File: config.mk
export PLATFORM = sky130hd
export DESIGN_NAME = shared_port_sched
export DESIGN_NICKNAME = d
export VERILOG_FILES = /design/src/rtl/shared_port_pkg.sv /design/src/rtl/pair_pick.sv /design/src/rtl/buddy_starve_ctr.sv /design/src/rtl/blocked_idle_ctr.sv /design/src/rtl/shared_port_sched.sv
export SDC_FILE = /design/constraint.sdc
export NUM_CORES = 1
export LEC_CHECK = 0
export ABC_AREA = 1
export ABC_CLOCK_PERIOD_IN_PS = 4150
export BUFFER_PORTS_ARGS = -buffer_cell sky130_fd_sc_hd__clkbuf_2
export CELL_PAD_IN_SITES_DETAIL_PLACEMENT = 1
export CELL_PAD_IN_SITES_GLOBAL_PLACEMENT = 1
export CORE_ASPECT_RATIO = 1.75
export CORE_MARGIN = 5
export CORE_UTILIZATION = 40
export DETAILED_ROUTE_END_ITERATION = 8
export PLACE_DENSITY = 0.9
export REMOVE_ABC_BUFFERS = 1
export SYNTH_ARGS = -nofsm -noshare
export SYNTH_HDL_FRONTEND = slang
export SYNTH_HIERARCHICAL = 1
export SYNTH_SLANG_ARGS = --single-unit
File: constraint.sdc
create_clock -name clk -period 4.15 [get_ports clk]
set_input_delay 0.415 -clock clk [delete_from_list [all_inputs] [get_ports clk]]
set_output_delay 0.415 -clock clk [all_outputs]
set_load 0.01 [all_outputs]
File: src/rtl/shared_port_pkg.sv
package shared_port_pkg;
    localparam int NCH     = 2;
    localparam int STRIPED = 0;
    localparam int BUDDY   = 1;

    typedef logic [NCH-1:0] chmask_t;

    typedef struct packed {
        chmask_t rd;
        chmask_t wr;
    } grant_t;

    typedef struct packed {
        chmask_t rd_cmd;
        chmask_t wr_cmd;
    } cmd_t;
endpackage

File: src/rtl/pair_pick.sv
module pair_pick
    import shared_port_pkg::*;
(
    input  chmask_t rd_req,
    input  chmask_t wr_req,
    input  logic    buddy_mode,
    input  logic    prio_buddy,
    output grant_t  gnt
);
    logic    pair_a;
    logic    pair_b;
    chmask_t prio_mask;

    always_comb begin
        gnt       = '0;
        pair_a    = rd_req[STRIPED] && wr_req[BUDDY];
        pair_b    = rd_req[BUDDY] && wr_req[STRIPED];
        prio_mask = prio_buddy ? chmask_t'(2'b10) : chmask_t'(2'b01);
        if (!buddy_mode) begin
            for (int c = 0; c < NCH; c++) begin
                if (rd_req[c])      gnt.rd[c] = 1'b1;
                else if (wr_req[c]) gnt.wr[c] = 1'b1;
            end
        end else if (pair_a && pair_b) begin
            gnt.rd[prio_buddy ? BUDDY : STRIPED]  = 1'b1;
            gnt.wr[prio_buddy ? STRIPED : BUDDY]  = 1'b1;
        end else if (pair_a) begin
            gnt.rd[STRIPED] = 1'b1;
            gnt.wr[BUDDY]   = 1'b1;
        end else if (pair_b) begin
            gnt.rd[BUDDY]   = 1'b1;
            gnt.wr[STRIPED] = 1'b1;
        end else if (rd_req != '0) begin
            gnt.rd = (rd_req == '1) ? prio_mask : rd_req;
        end else if (wr_req != '0) begin
            gnt.wr = (wr_req == '1) ? prio_mask : wr_req;
        end
    end
endmodule

File: src/rtl/buddy_starve_ctr.sv
module buddy_starve_ctr #(
    parameter int STARVE_LIM = 4
) (
    input  logic clk,
    input  logic rst_n,
    input  logic deny,
    output logic promote
);
    localparam int SW = $clog2(STARVE_LIM + 1);
    localparam logic [SW-1:0] LIM_V = SW'(STARVE_LIM);

    logic [SW-1:0] cnt_d, cnt_q;

    always_comb begin
        cnt_d = '0;
        if (deny) cnt_d = (cnt_q == LIM_V) ? cnt_q : cnt_q + 1'b1;
    end

    always_ff @(posedge clk) begin
        if (!rst_n) cnt_q <= '0;
        else        cnt_q <= cnt_d;
    end

    assign promote = (cnt_q == LIM_V);

    // once promoted, the buddy channel must win and never be denied
    assert_promoted_not_denied_R6: assert property (@(posedge clk) disable iff (!rst_n)
        promote |-> !deny);
endmodule

File: src/rtl/blocked_idle_ctr.sv
module blocked_idle_ctr #(
    parameter int CNT_W = 16
) (
    input  logic             clk,
    input  logic             rst_n,
    input  logic             blocked,
    output logic [CNT_W-1:0] count
);
    logic [CNT_W-1:0] cnt_d, cnt_q;

    always_comb begin
        cnt_d = cnt_q;
        if (blocked) cnt_d = cnt_q + 1'b1;
    end

    always_ff @(posedge clk) begin
        if (!rst_n) cnt_q <= '0;
        else        cnt_q <= cnt_d;
    end

    assign count = cnt_q;
endmodule

File: src/rtl/shared_port_sched.sv
module shared_port_sched
    import shared_port_pkg::*;
#(
    parameter int STARVE_LIM = 4,
    parameter int CNT_W      = 16
) (
    input  logic             clk,
    input  logic             rst_n,
    input  logic             buddy_mode,
    input  logic [1:0]       rd_req,
    input  logic [1:0]       wr_req,
    output logic [1:0]       rd_gnt,
    output logic [1:0]       wr_gnt,
    output logic [1:0]       rd_cmd,
    output logic [1:0]       wr_cmd,
    output logic [CNT_W-1:0] idle_striped,
    output logic [CNT_W-1:0] idle_buddy
);
    grant_t           gnt;
    logic             prio_buddy;
    chmask_t          blocked;
    cmd_t             cmd_d, cmd_q;
    logic [CNT_W-1:0] idle_cnt [NCH];

    pair_pick u_pick (
        .rd_req     (rd_req),
        .wr_req     (wr_req),
        .buddy_mode (buddy_mode),
        .prio_buddy (prio_buddy),
        .gnt        (gnt)
    );

    assign blocked = (rd_req | wr_req) & ~(gnt.rd | gnt.wr);

    buddy_starve_ctr #(.STARVE_LIM(STARVE_LIM)) u_starve (
        .clk     (clk),
        .rst_n   (rst_n),
        .deny    (buddy_mode && blocked[BUDDY]),
        .promote (prio_buddy)
    );

    for (genvar c = 0; c < NCH; c++) begin : g_idle
        blocked_idle_ctr #(.CNT_W(CNT_W)) u_idle (
            .clk     (clk),
            .rst_n   (rst_n),
            .blocked (blocked[c]),
            .count   (idle_cnt[c])
        );
    end

    always_comb begin
        cmd_d.rd_cmd = gnt.rd;
        cmd_d.wr_cmd = gnt.wr;
    end

    always_ff @(posedge clk) begin
        if (!rst_n) cmd_q <= '0;
        else        cmd_q <= cmd_d;
    end

    assign rd_gnt       = gnt.rd;
    assign wr_gnt       = gnt.wr;
    assign rd_cmd       = cmd_q.rd_cmd;
    assign wr_cmd       = cmd_q.wr_cmd;
    assign idle_striped = idle_cnt[STRIPED];
    assign idle_buddy   = idle_cnt[BUDDY];

    assert_grant_needs_req_R2: assert property (@(posedge clk) disable iff (!rst_n)
        ((rd_gnt & ~rd_req) == 2'b00) && ((wr_gnt & ~wr_req) == 2'b00));

    assert_one_cmd_per_chan_R2: assert property (@(posedge clk) disable iff (!rst_n)
        (rd_gnt & wr_gnt) == 2'b00);

    assert_shared_bus_R3: assert property (@(posedge clk) disable iff (!rst_n)
        buddy_mode |-> ($countones(rd_gnt) <= 1 && $countones(wr_gnt) <= 1));

    assert_cross_pair_R4: assert property (@(posedge clk) disable iff (!rst_n)
        (buddy_mode && rd_req[0] && wr_req[1]) |-> ($countones(rd_gnt | wr_gnt) == 2));

    assert_independent_R7: assert property (@(posedge clk) disable iff (!rst_n)
        !buddy_mode |-> ((rd_gnt | wr_gnt) == (rd_req | wr_req)));

    assert_cmd_follows_R8: assert property (@(posedge clk) disable iff (!rst_n)
        1'b1 |=> (rd_cmd == $past(rd_gnt)) && (wr_cmd == $past(wr_gnt)));

    assert_idle_hold_R9: assert property (@(posedge clk) disable iff (!rst_n)
        !(rd_req[0] || wr_req[0]) |=> $stable(idle_striped));
endmodule

* Yosys cells after proc, flatten, opt, wreduce, memory -nomap -nowiden *
Cells that the tools add are included.

operators by class
  add/sub/neg operators = 3
  bitwise gates (word level) = 4
  mux-type cells = 26
  reductions and logical operators = 9
  $lt $le $gt $ge = 4
  equal/unequal tests = 3

operators with widths
  cell                   count
  $ge 32x1->1 const B    2
  $lt 32x3->1 const B    2
  $add 16x1->16 const B  2
  $mux 2                 8
  $mux 1                 14
  $mux 4                 2
  $logic_and 1x1->1      6
  $eq 2x2->1 const B     2
  $or 2x2->2             2
  $reduce_bool 2->1      2
  $add 3x1->3 const B    1
  $eq 3x3->1 const B     1
  $and 2x2->2            1
  $demux 1 s1            2
  $not 2->2              1
  $reduce_and 2->1       1

word-level totals
  word-level logic and storage cells = 54
  input bits = 7
  register bits after elaboration = 39
  output and inout port bits = 40

* Logic depth before layout (Yosys ltp) *
  depth in word-level cells = 14
  depth in mapped cells = 21
  depth with buffers taken out = 20

* Hierarchy *
Netlist, hierarchy kept.

modules (own cells, without submodules)
  module             instances  cells each  seq. area each (um^2)  area an instance (um^2)
  blocked_idle_ctr   2          126         320.3                  845.8
  buddy_starve_ctr   1          27          60.1                   173.9
  pair_pick          1          38          0.0                    163.9
  shared_port_sched  1          22          80.1                   151.4

* Worst setup path after synthesis *
OpenSTA, ideal clock, no wires.

  kind = reg2reg
  from = register u_starve.cnt_q[0]
  to = register g_idle[1].u_idle.cnt_q[13]
  setup time = 116 ps
  required time = 4034 ps
  setup slack = 2018 ps
  path buffers = 1
  data arrival time = 2016 ps
  cell stages (with the launch flop) = 22
  clock period less this slack = 2132 ps
  path through = dfxtp_1 > inv_1 > ha_1 > nand2_2 > inv_1 > inv_1 > nand3_1 > nand2_1 > nand2_1 > nand2_1 > nand2_1 > nor2_1 > nand2_1 > inv_1 > buf_4 > nand2_1 > nor2_4 > nand2_2 > nor2_2 > nand3_1 > nand2_1 > nor2_1

on the way
  elaborated cells between the ends (all ways) = 28
  those cells by class = order compare: 4; eq/ne: 1; mux: 18; bitwise: 3; reduce/logical: 2

RTL lines
  item                                                               RTL line                          text
  start: declaration                                                 buddy_starve_ctr.sv:12            logic [SW-1:0] cnt_d, cnt_q;
  start signal: assignment                                           buddy_starve_ctr.sv:21            else cnt_q <= cnt_d;
  $eq 3x3->1 (*)                                                     buddy_starve_ctr.sv:24            assign promote = (cnt_q == LIM_V);
  via prio_buddy                                                     shared_port_sched.sv:20           logic prio_buddy;
  $mux 1 or $mux 2 (tied branches)                                   pair_pick.sv:25, pair_pick.sv:18
  $ge 32x1->1 (implied by the code), or another cell as far along    pair_pick.sv:25                   gnt.rd[prio_buddy ? BUDDY : STRIPED] = 1'b1;
  $logic_and 1x1->1 (implied by the code) or $mux 2 (tied branches)  pair_pick.sv:25, pair_pick.sv:33
  $mux 1 (on tied branches)                                          pair_pick.sv:25, pair_pick.sv:30
  $demux 1 s1 or $mux 1 (tied branches)                              -
  $mux 4 (*)                                                         pair_pick.sv:24                   end else if (pair_a && pair_b) begin
  $mux 4 (*)                                                         pair_pick.sv:19                   if (!buddy_mode) begin
  via rd_gnt[1]                                                      shared_port_sched.sv:12           output logic [1:0] rd_gnt,
  $or 2x2->2 (*)                                                     shared_port_sched.sv:33           assign blocked = (rd_req | wr_req) & ~(gnt.rd | gnt.wr);
  $not 2->2 (*)                                                      shared_port_sched.sv:33
  $and 2x2->2 (*)                                                    shared_port_sched.sv:33
  via blocked[1]                                                     shared_port_sched.sv:21           chmask_t blocked;
  end signal: assignment                                             blocked_idle_ctr.sv:18            else cnt_q <= cnt_d;
  end: declaration                                                   blocked_idle_ctr.sv:9             logic [CNT_W-1:0] cnt_d, cnt_q;

Mark *: on every way through the listed nets, which the timed path passes. The rest lies on a longest branch.
A chain may end at the register's enable or synchronous reset.

* Worst setup path in the final report *
  from = register u_starve.cnt_q[0]
  to = register g_idle[1].u_idle.cnt_q[14]

on the way
  word-level cells in the longest chain between the ends = 12
  elaborated cells between the ends (all ways) = 28
  those cells by class = order compare: 4; eq/ne: 1; mux: 18; bitwise: 3; reduce/logical: 2

RTL lines
  item                                                                 RTL line
  $eq 3x3->1 (*)                                                       buddy_starve_ctr.sv:24
  via prio_buddy                                                       shared_port_sched.sv:20
  parallel branches: the longest is 6 deep, another holds $ge 32x1->1  -
  $mux 4 (*)                                                           pair_pick.sv:24
  $mux 4 (*)                                                           pair_pick.sv:19
  $or 2x2->2 (*)                                                       shared_port_sched.sv:33
  $not 2->2 (*)                                                        shared_port_sched.sv:33
  $and 2x2->2 (*)                                                      shared_port_sched.sv:33
  via blocked[1]                                                       shared_port_sched.sv:21

Mark *: on every way through the listed nets, which the timed path passes.

==> impl_results.md <==
* Final non-filler cell total at 463
* Dominant cell type by area after synthesis: dfxtp_1
* Setup Skew at 0.00902 ns
* Syn Area/Cell at 6.43 µm²
* TritonCTS buffer count at 5
* Die Area at 0.00709 mm²
* Max Cap Viol at 0
* CTS Hold Bufs at 0
* Share of the synthesized area in the top cell type at 35.8%
* Flop-to-flop setup slack at 1.71 ns
* First-pass DRT Iterations at 4
* CTS sink cnt at 39
* Initial antenna violation count at 0
* Syn Std Cell Area at 0.00218 mm²
* Total Wirelength at 6230 µm
* Post-synth EDFFs at 0
* Worst Hold Path Cells at 2
* Critical path buffers and inverters at 4
* Crit-path leading delay family: simple AND/OR/NAND/NOR gates
* Critical Path RT at 4.38 ns
* Hold Slack at 0.480 ns
* Async S/R FF share, synth at 0%
* Crit-path max FO at 8
* Outcome: finished clean
* GP Congestion at 0.808
* Ant diodes at 0
* Worst hold endpoint: g_idle[1].u_idle/count[8]
* Worst-margin pin slew at 0.607 ns
* Initial Util at 41.2%
* Row cnt at 35
* CP dominant cell by count: nand2_1
* Post-synth top cells: nand2_1 (82), inv_1 (55), nor2_1 (50), dfxtp_1 (39), a21oi_1 (21)
* Post-synthesis cell type count at 22
* Mapped Cells at 339
* Synth area leaders: dfxtp_1 (36%), nand2_1 (14%), inv_1 (9.5%)
* Post-CTS setup buffers at 0
* Die height at 108 µm
* Final ANT Viol Nets at 0
* Startpoint Class: register
* Filler Cells Inserted at 745
* Largest net degree at the start of global routing at 30
* Crit. End Element: register
* CTS max path bufs at 2
* Final hold viol count at 0
* Setup_tns at 0 ns
* Max-slew violations at 0
* Die X-Extent at 65.8 µm
* WL per Instance at 13.5 µm
* Core area at 0.00530 mm²
* Power per Cell Area at 277 mW/mm²
* PortBufs at 46
* GR Overflow Total at 0
* Reg2reg path depth at 19
* CP peak stage delay at 0.36 ns
* CTS tree: yes
* Fin crit share at 58.8%
* HP Start: g_idle[1].u_idle/count[8]
* DRC viols at 0
* Fin nets at 399
* Vias in the first global route at 2502
* Area growth syn-to-layout at 17.6%
* Fmax at 410 MHz
* Starting DRT DRC Count at 62
* Count leader, synth: nand2_1
* R2R Path End: g_idle[1].u_idle/count[14]
* Crit Path Category: reg -> reg
* Final worst setup slack at 1.71 ns
* Slew margin rel. at 59.5%
* Vias/cell at 4.92
* Main synth FF type: dfxtp_1
* Critical Path AT at 2.66 ns
* R2R Path Start: u_starve/cnt_q[0]
* CP max-delay cell: dfxtp_1
* Pre-CTS WS at 1.72 ns
* GRT Overall Usage at 19.0%
* Layout cell share with drive strength beyond 1 at 22.4%
* Post-DP HPWL at 5090 µm
* Crit path time final at 2.44 ns
* Clock-pin slew on the worst setup and hold paths at 0.08 ns
* Yosys warnings at 6
* Worst Hold Class: reg -> reg
* Max IR drop VDD at 0.208 mV
* Post_cts resized at 0
* Final setup vio count at 0
* Post-synthesis sequential area ratio at 35.8%
* CP cell instances: inv_1 -> ha_1 -> nand2_2 -> inv_1 -> inv_1 -> nand3_1 -> nand2_1 -> nand2_1 -> nand2_1 -> nand2_1 -> nor2_1 -> nand2_1 -> inv_1 -> nand3_2 -> nor2_4 -> nand3_1 -> nand2_1 -> nand2_1 -> nor2_1
* # IOs at 47
* RSZ-0062 raised after global routing: no
* Synthesis-stage register bit count at 39
* Fin util at 48.4%
* P_leak at 1.20 nW
* Via Count at 2278
* Global-route wire length before repair at 10500 µm
* Placed cell count at 455
* Clock root cell: clkbuf_8
* # H-tree levels at 2
* Clock latency on the worst-skew pair at 0.29 ns
-- sequential cells by signal (all words and copies together), names as in the netlist --
name,count
u_starve/cnt_q,3
wr_cmd,2
rd_cmd,2
g_idle.u_idle/count,32
-- cell families after synthesis --
group	after synthesis	synth area share (%)
fa+ha+maj	4	2.29
buf+inv	62	11.1
flops	39	35.8
simple gates	198	42.3
compound gates	36	8.49
-- per-layer routing --
| metal | track usage [%] | vias up | part of all wire, % |
|---|---|---|---|
| met3 | 3.03 | 16 | 2.2 |
| met2 | 40.1 | 40 | 59 |
| met5 | 0 | - | 0 |
| met1 | 16.0 | 1086 | 36 |
| met4 | 8.16 | 0 | 2.9 |
| li1 | - | 1136 | - |
-- stage by stage --
| step | power (mW) | instance area, µm² |
|---|---|---|
| global route | 0.749 | 2560 |
| global placement | 0.468 | 2480 |
| finish | 0.710 | 2560 |
| detailed placement | 0.471 | 2480 |
| CTS | 0.722 | 2560 |
| floorplan | 0.436 | 2150 |
-- area by class of cell --
type	count	area (µm²)	area share (%)
clock inverters	1	5.00	0.195
repair buffers	47	238	9.27
clock buffers	7	76.3	2.98
well taps	74	92.6	3.61
inverters	57	214	8.34
flip-flops and latches	39	781	30.4
multi-input cells	238	1160	45.2
-- tightest hold or removal path, cell delays in order, from the launching register on --
cell     delay [ns]
dfxtp_1        0.34
inv_1          0.06
a21oi_1        0.05
-- cells in the final DEF (no fill, tap or decap), types with 4 or more instances in the layout --
cell and n:
nand4_1 4, nor2_4 8, dfxtp_1 39, inv_1 55
ha_1 4, nor2_2 7, nand3_1 20, nand2_2 14
nor3_1 8, o21ai_1 4, clkbuf_8 5, o21ai_0 9
clkbuf_2 46, nand2_1 82, a21oi_1 21, nor2_1 50
-- how the worst max path moves through the flow --
stage,from,cells past startpoint,slack [ns],to
final,u_starve/cnt_q[0],19,1.71,g_idle[1].u_idle/count[14]
after floorplan,u_starve/cnt_q[0],16,1.71,g_idle[0].u_idle/count[13]
after global routing,u_starve/cnt_q[0],17,1.37,g_idle[1].u_idle/count[14]
after detailed placement,u_starve/cnt_q[0],20,1.72,g_idle[1].u_idle/count[13]
after global placement,u_starve/cnt_q[0],20,1.88,g_idle[1].u_idle/count[13]
after CTS,u_starve/cnt_q[0],20,1.70,g_idle[1].u_idle/count[13]
-- power by group --
| group | internal (mW) | total (mW) | leakage [nW] | switching, mW |
|---|---|---|---|---|
| Clock | 0.118 | 0.248 | 0.0422 | 0.130 |
| Sequential | 0.381 | 0.389 | 0.316 | 0.00731 |
| Combinational | 0.0240 | 0.0732 | 0.840 | 0.0492 |
| Total | 0.523 | 0.710 | 1.20 | 0.186 |
Note: power is estimated with default switching activity, not from simulation.
